**config.mk**
```make
export PLATFORM = sky130hd
export DESIGN_NAME = cs_wait_unit
export DESIGN_NICKNAME = d
export VERILOG_FILES = /design/src/rtl/csw_pkg.sv /design/src/rtl/csw_datapath.sv /design/src/rtl/csw_control.sv /design/src/rtl/cs_wait_unit.sv
export SDC_FILE = /design/constraint.sdc
export NUM_CORES = 1
export LEC_CHECK = 0
export BUFFER_PORTS_ARGS = -buffer_cell sky130_fd_sc_hd__buf_2
export CAP_MARGIN = 20
export CORE_MARGIN = 1.5
export CORE_UTILIZATION = 50
export DETAILED_ROUTE_END_ITERATION = 8
export PLACE_DENSITY = 0.68
export SKIP_LAST_GASP = 1
export SYNTH_ARGS = -nofsm -noshare
export SYNTH_HDL_FRONTEND = slang
export SYNTH_SLANG_ARGS = --single-unit
```
**constraint.sdc**
```tcl
create_clock -name clk -period 4.1 [get_ports clk]
set_input_delay 0.615 -clock clk [delete_from_list [all_inputs] [get_ports clk]]
set_output_delay 0.615 -clock clk [all_outputs]
set_load 0.005 [all_outputs]
```
**src/rtl/csw_pkg.sv**
```systemverilog
package csw_pkg;
  localparam int CTL_EN_BIT = 0;
  localparam int CTL_BW_LSB = 1;
  localparam int BW_W = 2;
  localparam int CTL_WT_LSB = CTL_BW_LSB + BW_W;

  typedef struct packed {
    logic capture;
    logic drop;
  } csw_strobe_t;
endpackage

```
**src/rtl/csw_datapath.sv**
```systemverilog
module csw_datapath
  import csw_pkg::*;
#(
  parameter int ADDR_W  = 24,
  parameter int NUM_WIN = 4,
  parameter int WAIT_W  = 3,
  parameter int SEL_W   = 5
) (
  input  logic              clk,
  input  logic              rstN,
  input  logic              cfgWe,
  input  logic [SEL_W-1:0]  cfgSel,
  input  logic [ADDR_W-1:0] cfgData,
  input  logic [ADDR_W-1:0] busAddr,
  input  csw_strobe_t       stb,
  output logic [WAIT_W-1:0] selWait,
  output logic [NUM_WIN-1:0] csN,
  output logic [BW_W-1:0]   busWidth
);
  localparam int CTL_W   = CTL_WT_LSB + WAIT_W;
  localparam int DEF_IDX = NUM_WIN * 4;
  localparam int PIN_IDX = NUM_WIN * 4 + 1;

  logic [ADDR_W-1:0]  baseReg [NUM_WIN];
  logic [ADDR_W-1:0]  maskReg [NUM_WIN];
  logic [CTL_W-1:0]   ctlReg  [NUM_WIN];
  logic [CTL_W-1:0]   defCtl;
  logic [NUM_WIN-1:0] pinEn;
  logic [NUM_WIN-1:0] hitVec;
  logic [NUM_WIN-1:0] winHot;
  logic [CTL_W-1:0]   winCtl;
  logic [NUM_WIN-1:0] curHot;
  logic [BW_W-1:0]    curWidth;

  for (genvar i = 0; i < NUM_WIN; i++) begin : gWin
    always_ff @(posedge clk or negedge rstN) begin
      if (!rstN) begin
        baseReg[i] <= '0;
        maskReg[i] <= '0;
        ctlReg[i]  <= '0;
      end else if (cfgWe) begin
        if (cfgSel == SEL_W'(4 * i))     baseReg[i] <= cfgData;
        if (cfgSel == SEL_W'(4 * i + 1)) maskReg[i] <= cfgData;
        if (cfgSel == SEL_W'(4 * i + 2)) ctlReg[i]  <= cfgData[CTL_W-1:0];
      end
    end

    assign hitVec[i] = ctlReg[i][CTL_EN_BIT] &&
                       (((busAddr ^ baseReg[i]) & ~maskReg[i]) == '0);
  end

  always_ff @(posedge clk or negedge rstN) begin
    if (!rstN) begin
      defCtl <= '0;
      pinEn  <= '0;
    end else if (cfgWe) begin
      if (cfgSel == SEL_W'(DEF_IDX)) defCtl <= cfgData[CTL_W-1:0];
      if (cfgSel == SEL_W'(PIN_IDX)) pinEn  <= cfgData[NUM_WIN-1:0];
    end
  end

  // lowest index wins: scan downward so the smallest hit is written last
  always_comb begin
    winHot = '0;
    winCtl = defCtl;
    for (int i = NUM_WIN - 1; i >= 0; i--) begin
      if (hitVec[i]) begin
        winHot    = '0;
        winHot[i] = 1'b1;
        winCtl    = ctlReg[i];
      end
    end
  end

  assign selWait = winCtl[CTL_WT_LSB +: WAIT_W];

  always_ff @(posedge clk or negedge rstN) begin
    if (!rstN) begin
      curHot   <= '0;
      curWidth <= '0;
    end else if (stb.capture) begin
      curHot   <= winHot;
      curWidth <= winCtl[CTL_BW_LSB +: BW_W];
    end else if (stb.drop) begin
      curHot   <= '0;
    end
  end

  assign csN      = ~(curHot & pinEn);
  assign busWidth = curWidth;
endmodule

```
**src/rtl/csw_control.sv**
```systemverilog
module csw_control
  import csw_pkg::*;
#(
  parameter int WAIT_W = 3
) (
  input  logic              clk,
  input  logic              rstN,
  input  logic              busStart,
  input  logic              waitReqN,
  input  logic [WAIT_W-1:0] loadWait,
  output csw_strobe_t       stb,
  output logic              busReady
);
  logic              active;
  logic [WAIT_W-1:0] waitCnt;

  assign busReady    = active && (waitCnt == '0) && waitReqN;
  assign stb.capture = busStart;
  assign stb.drop    = busReady && !busStart;

  always_ff @(posedge clk or negedge rstN) begin
    if (!rstN) begin
      active  <= 1'b0;
      waitCnt <= '0;
    end else if (busStart) begin
      active  <= 1'b1;
      waitCnt <= loadWait;
    end else if (active) begin
      if (busReady)            active  <= 1'b0;
      else if (waitCnt != '0)  waitCnt <= waitCnt - 1'b1;
    end
  end
endmodule

```
**src/rtl/cs_wait_unit.sv**
```systemverilog
module cs_wait_unit
  import csw_pkg::*;
#(
  parameter int ADDR_W  = 24,
  parameter int NUM_WIN = 4,
  parameter int WAIT_W  = 3,
  parameter int SEL_W   = $clog2(NUM_WIN * 4 + 2)
) (
  input  logic               clk,
  input  logic               rstN,
  input  logic               cfgWe,
  input  logic [SEL_W-1:0]   cfgSel,
  input  logic [ADDR_W-1:0]  cfgData,
  input  logic               busStart,
  input  logic [ADDR_W-1:0]  busAddr,
  input  logic               waitReqN,
  output logic [NUM_WIN-1:0] csN,
  output logic [BW_W-1:0]    busWidth,
  output logic               busReady
);
  csw_strobe_t       stb;
  logic [WAIT_W-1:0] selWait;

  csw_datapath #(.ADDR_W(ADDR_W), .NUM_WIN(NUM_WIN), .WAIT_W(WAIT_W), .SEL_W(SEL_W)) uDp (
    .clk(clk), .rstN(rstN), .cfgWe(cfgWe), .cfgSel(cfgSel), .cfgData(cfgData),
    .busAddr(busAddr), .stb(stb), .selWait(selWait), .csN(csN), .busWidth(busWidth)
  );

  csw_control #(.WAIT_W(WAIT_W)) uCtl (
    .clk(clk), .rstN(rstN), .busStart(busStart), .waitReqN(waitReqN),
    .loadWait(selWait), .stb(stb), .busReady(busReady)
  );
endmodule

```
---- Word-level counts from Yosys, hierarchy flattened ----
Index checks and enable logic that the tools add are counted.
Widths: inputs -> output; s select.
storage, ports and cells
  bits in registers ....................... 236
  input port bits ......................... 58
  output and inout port bits .............. 7
  logic and storage cells ................. 97
operators by class
  $add $sub $neg .......................... 1
  eq/ne operators ......................... 14
  multiplexer cells ....................... 17
  bitwise operators ....................... 14
  reduce and logical (&&, ||, !) cells .... 33
operators by type and width
  operator             count
  $and 24x24->24       4
  $logic_not 24->1     4
  $not 24->24          4
  $xor 24x24->24       4
  $eq 5x4->1 const B   6
  $reduce_and 2->1     14
  $mux 4               6
  $mux 6               4
  $eq 5x3->1 const B   3
  $mux 3               4
  $eq 5x5->1 const B   2
  $logic_and 1x1->1    7
  $reduce_bool 2->1    3
  $eq 5x1->1 const B   1
  $eq 5x2->1 const B   1
  $logic_not 5->1      1
  $and 4x4->4          1
  $not 4->4            1
  $logic_not 3->1      1
  $mux 1               3
  $reduce_and 3->1     1
  $reduce_bool 3->1    1
  $sub 3x1->3 const B  1
  $ne 2x2->1 const B   1
  $logic_not 1->1      1

---- Depth between registers and ports, before layout ----
Gate-level depths: netlist of run 1.
  depth in word-level cells ............... 9
  gate-level depth with buffers ........... 8
  mapped depth without buffers ............ 8

---- Hierarchy ----
Synthesis of run 1 repeated with hierarchy kept, for this count alone.
second synthesis, totals
  cells, all modules ...................... 806
  area, all modules ....................... 10,809.1 µm²
by module, submodules not included
  module        times used  cells an instance  area each (µm²)
  csw_datapath  1           779                10,542.6
  csw_control   1           27                 266.5

---- Worst setup path after synthesis of run 1 ----
OpenSTA, ideal clock, no wires.
  kind .................................... input to register
  from .................................... input port busAddr[5]
  to ...................................... register uCtl.waitCnt[2]
  arrival time ............................ 2,000 ps
  data required time ...................... 3,966 ps
  path slack .............................. 1,966 ps
  stages .................................. 7
  buffers on the path ..................... 1
  cells stage by stage .................... buf_2 xnor2_1 o22ai_1 nor4_2 a41oi_1 o32ai_1 o211ai_1
between the ends
  word-level cells in the longest chain between the ends .. 9
  elaborated cells on any way between the ends .. 21
  classes of those cells .................. 5 x mux; 8 x bitwise; 8 x reduce/logical
ends and longest elaborated chain
  item                  RTL line            source
  from (decl)           cs_wait_unit.sv:15  input logic [ADDR_W-1:0] busAddr,
  $xor 24x24->24        csw_datapath.sv:49  (((busAddr ^ baseReg[i]) & ~maskReg[i]) == '0);
  $and 24x24->24        csw_datapath.sv:49
  $logic_not 24->1      csw_datapath.sv:49
  $logic_and 1x1->1     csw_datapath.sv:48  assign hitVec[i] = ctlReg[i][CTL_EN_BIT] &&
  $mux 6 (3 in series)  csw_datapath.sv:67  if (hitVec[i]) begin
  $mux 6 *              csw_datapath.sv:67
  $mux 3 *              csw_control.sv:25   end else if (busStart) begin
  to (signal assigned)  csw_control.sv:27   waitCnt <= loadWait;
  to (signal assigned)  csw_control.sv:30   else if (waitCnt != '0) waitCnt <= waitCnt - 1'b1;
  to (decl)             csw_control.sv:15   logic [WAIT_W-1:0] waitCnt;
Every way passes the cells marked *; elsewhere a longest branch is shown, timed or not.
A chain may end at the register's enable or synchronous reset.

---- Final worst setup path of run 1 ----
  from .................................... register uDp.baseReg[72] (netlist bit)
  to ...................................... register uCtl.waitCnt[0]
between the ends
  word-level cells in the longest chain between the ends .. 6
ends and longest elaborated chain
  item                               RTL line            source
  from (decl)                        csw_datapath.sv:24  logic [ADDR_W-1:0] baseReg [NUM_WIN];
  from (signal, indexed assignment)  csw_datapath.sv:42  if (cfgSel == SEL_W'(4 * i)) baseReg[i] <= cfgData;
  $xor 24x24->24                     csw_datapath.sv:49
  $and 24x24->24                     csw_datapath.sv:49
  $logic_not 24->1                   csw_datapath.sv:49
  $logic_and 1x1->1                  csw_datapath.sv:48
  $mux 6                             csw_datapath.sv:67
  $mux 3                             csw_control.sv:25
No other way between the ends.

==> flow_summary.json, run 1 <==
{
  "status": "completed",
  "grt_pass1_vias": 6853,
  "cp_max_fo": 7,
  "ys_types": 42,
  "r2r_cells": 6,
  "cp_data_arrival_time_ns": 3.04,
  "mostFrequentLayoutCells": "235 x dfrtp_1, 217 x mux2_2, 84 x xnor2_1",
  "cp_num_buf_inv": 0,
  "viasPerCell": 5.92,
  "yosysSeqAreaShare_pct": 54.2,
  "antenna_found_initial": 0,
  "hpwl_mm": 18.3,
  "design.core.area_sq_um": 21200,
  "fmax_mhz": 378,
  "drc": 0,
  "postSynth.asyncResetShare_pct": 100,
  "cts_sinks": 235,
  "worst_slew_pin_slew_ns": 0.958,
  "cts_tree": "built",
  "grt_pass1_wl_mm": 41.4,
  "antenna_left": 0,
  "ys_ff_latch": 235,
  "ys.flop_type": "dfrtp_1",
  "startpoint_type": "register",
  "die_h_microns": 150,
  "required_ns": 4.50,
  "hold_path_class": "primary input to async pin",
  "final.setup.tns_ns": 0,
  "end_kind": "register",
  "ir_drop_mv": 0.401,
  "ctsRootBufferMaster": "clkbuf_16",
  "finish.net_count": 925,
  "utilization_pct": 57.4,
  "min_period_ns": 2.64,
  "report.final.slew_viol_count": 0,
  "drt_iter0_drc": 460,
  "layout_commonest_cell": "dfrtp_1",
  "synth_top_cell_by_area": "dfrtp_1",
  "first_pass_iters": 6,
  "crit_family": "simple AND/OR/NAND/NOR gates",
  "setup_viol": 0,
  "post_drt_wl_per_cell_microns": 23.1,
  "wirelength_mm": 26.7,
  "post-route-period-util_pct": 64.4,
  "post-place-cells": 1112,
  "yosysWarnings": 0,
  "syn_area_sq_um": 10900,
  "grt_setup_unrepaired": "false",
  "die_area_sq_um": 22600,
  "hold_buffers": 0,
  "relSlewSlack_pct": 35.5,
  "numCtsBuffers": 26,
  "worstSetupPathDepth": 6,
  "cp_slowest_cell": "nor4_1",
  "ctsResizeCount": 0,
  "ioPinCount": 65,
  "port_buffers": 64,
  "cts_setup_buffers": 0,
  "grt_start_max_net_pins": 103,
  "area_growth_pct": 11.8,
  "clkSlewWorstSetupHoldPaths_ns": 0.06,
  "p_leak_nw": 5.39,
  "n_antenna_cell": 0,
  "track_usage_pct": 24.8,
  "synth_nets": 873,
  "path_class": "register to register",
  "maxCapViolations": 0,
  "synth_area_leaders": "dfrtp_1 54%, mux2_2 23%, xnor2_1 6.8%",
  "clk_path_buf_depth": 3,
  "clk_latency_ns": 0.53,
  "drive_gt1_share_pct": 39.5,
  "rows": 53,
  "synthCells": 813,
  "start_util_pct": 51.3,
  "avgSynthCellArea_sq_um": 13.4,
  "grt_overflow": 0,
  "max_stage_delay_ns": 0.88,
  "fillers": 1712,
  "h-tree-depth": 1,
  "cellPowerDensity_nw_per_um2": 541,
  "regToRegSetupSlack_ns": 1.46,
  "synth_edf_count": 0,
  "final_cells": 1155,
  "final-hold-violation-count": 0,
  "cp_cell_sequence": "xnor2_1 > o22ai_1 > nor4_1 > a41oi_2 > nand2b_1 > o211ai_1",
  "fin_skew_ns": 0.0125,
  "die_w_microns": 150,
  "dr_total_vias": 6836,
  "synth_top_area_share_pct": 54.2,
  "place.gp.congestion": 0.913
}
-- synthesized netlist by cell type, drive strengths merged, types with 2 or more instances --
| library cell | instances |
|---|---|
| mux2 | 225 |
| a22oi | 3 |
| buf | 29 |
| ha | 2 |
| and4 | 5 |
| o21ai | 9 |
| clkbuf | 22 |
| or4 | 3 |
| o32ai | 5 |
| nand4 | 6 |
| dfrtp | 235 |
| nand2b | 3 |
| nor2b | 2 |
| a41oi | 6 |
| nand2 | 17 |
| inv | 13 |
| a21oi | 4 |
| nor3 | 7 |
| xnor2 | 94 |
| o211ai | 5 |
| nor2 | 23 |
| nor4 | 18 |
| nand3 | 8 |
| xor2 | 3 |
| o22ai | 57 |
-- final cells by class --
type	count	area (sq um)	area share, %
Clock inverter	5	25.0	0.206
Sequential cell	235	5880	48.4
Tap cell	275	344	2.83
Clock buffer	38	757	6.23
Multi-Input combinational cell	514	4660	38.4
Timing Repair Buffer	75	425	3.50
Inverter	13	48.8	0.402
-- cells by family (layout without fill, tap and decap cells) --
family / Yosys count / count (layout) / share of synthesized area (%)
flops: 235 / 235 / 54.2
simple gates: 95 / 95 / 4.91
compound gates: 95 / 95 / 5.93
fa+ha+maj: 2 / 2 / 0.230
buf+inv: 64 / 131 / 2.92
xor+xnor: 97 / 97 / 8.52
mux: 225 / 225 / 23.3
-- worst register-to-register path, delay by kind of cell, from the launching register on --
family,cells,cell delay (ns)
xor+xnor,1,0.15
compound gates,3,0.76
simple gates,2,1.21
flops,1,0.39
-- routing by layer --
layer  wire, microns  part of all wire, %  GRT usage [%]  vias to the layer above
li1                -                    -              -                     3047
met1           12300                   46           35.5                     3528
met2           11800                   44           37.2                      196
met3            1330                  5.0           4.36                       65
met4            1230                  4.6           10.8                        0
met5               0                    0              0                        -
-- flip-flops by register name, indices dropped and copies added (netlist names) --
signal,flops
uCtl.active,1
uCtl.waitCnt,3
uDp.baseReg,96
uDp.busWidth,2
uDp.ctlReg,24
uDp.curHot,4
uDp.defCtl,5
uDp.maskReg,96
uDp.pinEn,4
-- stage by stage --
stage | worst slack (ns) | hold WS [ns] | instance area (sq um) | total power [mW]
after floorplan | 1.97 | 0.319 | 10900 | 3.98
after global routing | 1.39 | 0.208 | 12100 | 6.88
after global placement | 1.06 | 0.471 | 11400 | 4.38
after CTS | 1.55 | 0.171 | 12100 | 6.60
final | 1.46 | 0.140 | 12100 | 6.57
after detailed placement | 1.13 | 0.479 | 11400 | 4.43
-- worst paths after layout --
check,start,to
worst max-delay path,uDp.baseReg[72],uCtl.waitCnt[0]
worst min-delay path,rstN,uDp.pinEn[1]
worst max register to register,uDp.baseReg[72],uCtl.waitCnt[0]
worst min register to register,uDp.curHot[0],uDp.curHot[0]
max in group asynchronous,rstN,uDp.ctlReg[15]
min in group clk,cfgData[16],uDp.maskReg[16]
-- power by group --
part | switching, mW | total (mW) | internal (mW)
combinational | 0.638 | 1.32 | 0.678
clock | 0.907 | 2.17 | 1.26
sequential | 0.307 | 3.08 | 2.77
total | 1.85 | 6.57 | 4.72
Power figures use the tool's default switching activity.
==> run 2: changes to the inputs <==
- clock period: 4.1 -> 2.6 ns (I/O delays scaled with it)
==> run 2 against run 1 <==
Against the previous run: register-to-register slack got worse by 1.2 ns; largest cell class unchanged; critical path type unchanged; cell count rose by 1.6%; sequential share of layout area fell by 0.85 points; sequential cell count did not move; total power rose by 61%.
==> flow_summary.json, run 2 (synthesis results as in run 1) <==
{
  "status": "completed",
  "grt_pass1_vias": 6809,
  "wirelength_mm": 26.3,
  "ctsRootBufferMaster": "clkbuf_16",
  "final-hold-violation-count": 0,
  "fin_skew_ns": 0.0238,
  "area_growth_pct": 13.9,
  "relSlewSlack_pct": 52.6,
  "final_cells": 1173,
  "grt_setup_unrepaired": "false",
  "required_ns": 2.98,
  "gr-usage-met2_pct": 39.4,
  "hpwl_mm": 18.7,
  "timing.critical_path.from": "uDp.baseReg[72]",
  "min_period_ns": 2.34,
  "post-place-cells": 1124,
  "drc": 0,
  "total_power_mw": 10.6,
  "first_pass_iters": 4,
  "h-tree-depth": 1,
  "worst_slew_pin_slew_ns": 0.712,
  "die_w_microns": 150,
  "clk_latency_ns": 0.53,
  "layout_setup_ws_ns": 0.262,
  "clkSlewWorstSetupHoldPaths_ns": 0.06,
  "startpoint_type": "register",
  "comb_power_share_pct": 19.8,
  "report.final.slew_viol_count": 0,
  "drive_gt1_share_pct": 40.6,
  "path_class": "register to register",
  "grt_start_max_net_pins": 88,
  "drt_iter0_drc": 402,
  "die_h_microns": 150,
  "viasPerCell": 5.80,
  "antenna_found_initial": 0,
  "setup_viol": 0,
  "cp_num_buf_inv": 0,
  "dr_total_vias": 6800,
  "grt_pass1_wl_mm": 40.5,
  "hp-start": "cfgData[16]",
  "port_buffers": 64,
  "track_usage_pct": 24.2,
  "post-place-ws_ns": -0.0781,
  "max_stage_delay_ns": 0.55,
  "cp_data_arrival_time_ns": 2.72,
  "utilization_pct": 58.4,
  "rows": 53,
  "p_sw_share_pct": 27.6,
  "place.gp.congestion": 0.856,
  "post_drt_wl_per_cell_microns": 22.4,
  "clk_path_buf_depth": 3,
  "end_kind": "register",
  "crit_family": "simple AND/OR/NAND/NOR gates",
  "numCtsBuffers": 26,
  "cp_slowest_cell": "nor4_2",
  "die_area_sq_um": 22600,
  "cp_max_fo": 7,
  "p_seq_share_pct": 45.8,
  "p_sw_mw": 2.93,
  "n_antenna_cell": 0,
  "pwr-share-clk_pct": 34.4,
  "post-route-period-util_pct": 89.9,
  "fmax_mhz": 428,
  "layout_commonest_cell": "dfrtp_1",
  "p_int_mw": 7.67,
  "maxCapViolations": 0,
  "grtUsageMet3_pct": 3.76,
  "finish.net_count": 938,
  "ir_drop_mv": 0.515,
  "cts_tree": "built",
  "ioPinCount": 65,
  "gr-usage-met1_pct": 33.9,
  "top_regs": "uDp.baseReg: 96 flops, uDp.maskReg: 96 flops, uDp.ctlReg: 24 flops",
  "design.core.area_sq_um": 21200,
  "grt_overflow": 0,
  "p_leak_nw": 5.50,
  "antenna_left": 0,
  "cts_sinks": 235,
  "hold_path_class": "primary input to register",
  "cellPowerDensity_nw_per_um2": 858,
  "grt-busiest-layer": "met2",
  "cp_cell_sequence": "xnor2_1 > o22ai_1 > nor4_2 > a41oi_2 > nand2b_1 > o211ai_1",
  "mostFrequentLayoutCells": "235 x dfrtp_1, 217 x mux2_2, 84 x xnor2_1",
  "start_util_pct": 51.3,
  "r2r-start": "uDp.baseReg[72]",
  "cts_setup_buffers": 0
}
run 2: cell types whose count changed in the layout (fill, tap and decap cells not counted), sizes merged:
cell | previous run | this run
clkinvlp | 0 | 1
buf | 75 | 87
clkbuf | 38 | 43
dlygate4sd3 | 0 | 1
bufinv | 0 | 1
clkinv | 5 | 3
run 2: path summary, 6_finish.rpt:
kind | endpoint | slack [ns] | cells past startpoint
min reg2reg | uDp.maskReg[11] | 0.49 | 1
max | uDp.busWidth[1] | 0.26 | 6
max in group asynchronous | uDp.maskReg[77] | 1.41 | 3
min in group asynchronous | uDp.pinEn[1] | 0.47 | 2
min | uDp.maskReg[16] | 0.19 | 2
max reg2reg | uDp.busWidth[1] | 0.26 | 6
run 2: worst register-to-register path: stages, from the launching register on:
cell	delay (ns)
dfrtp_1	0.39
xnor2_1	0.24
o22ai_1	0.21
nor4_2	0.55
a41oi_2	0.37
nand2b_1	0.31
o211ai_1	0.14
run 2: stage by stage:
stage	TNS (ns)	hold slack (ns)	area [sq um]
finish	0	0.186	12400
global route	0	0.202	12400
CTS	0	0.181	12400
detailed placement	-0.470	0.465	11500
global placement	-0.107	0.461	11500
floorplan	0	0.0944	10900
run 2: power groups by stage:
stage / Clock [mW] / Combinational (mW) / Sequential (mW)
after floorplan: 0 / 1.51 / 4.77
after global placement: 0 / 2.06 / 4.88
after detailed placement: 0 / 2.10 / 4.91
after CTS: 3.71 / 2.11 / 4.85
after global routing: 3.86 / 2.28 / 4.94
final: 3.65 / 2.10 / 4.86
run 2: routing by layer:
metal	vias up	share of wire, %
li1	3085	-
met1	3505	45
met2	172	48
met3	38	4.8
met4	0	2.4
met5	-	0
run 2: area by class of cell:
class	count	area, sq um
fillers	1691	8790
flip-flops and latches	235	5880
multi-input cells	514	4670
clock buffers	43	805
repair buffers	88	551
well taps	275	344
clock inverters	5	63.8
inverters	13	48.8
run 2: timing repair:
action	in CTS	in global routing
hold buffers	1	0
endpoints found under the setup margin	0	7
gates resized for setup	0	1
endpoints found under the hold margin	80	0
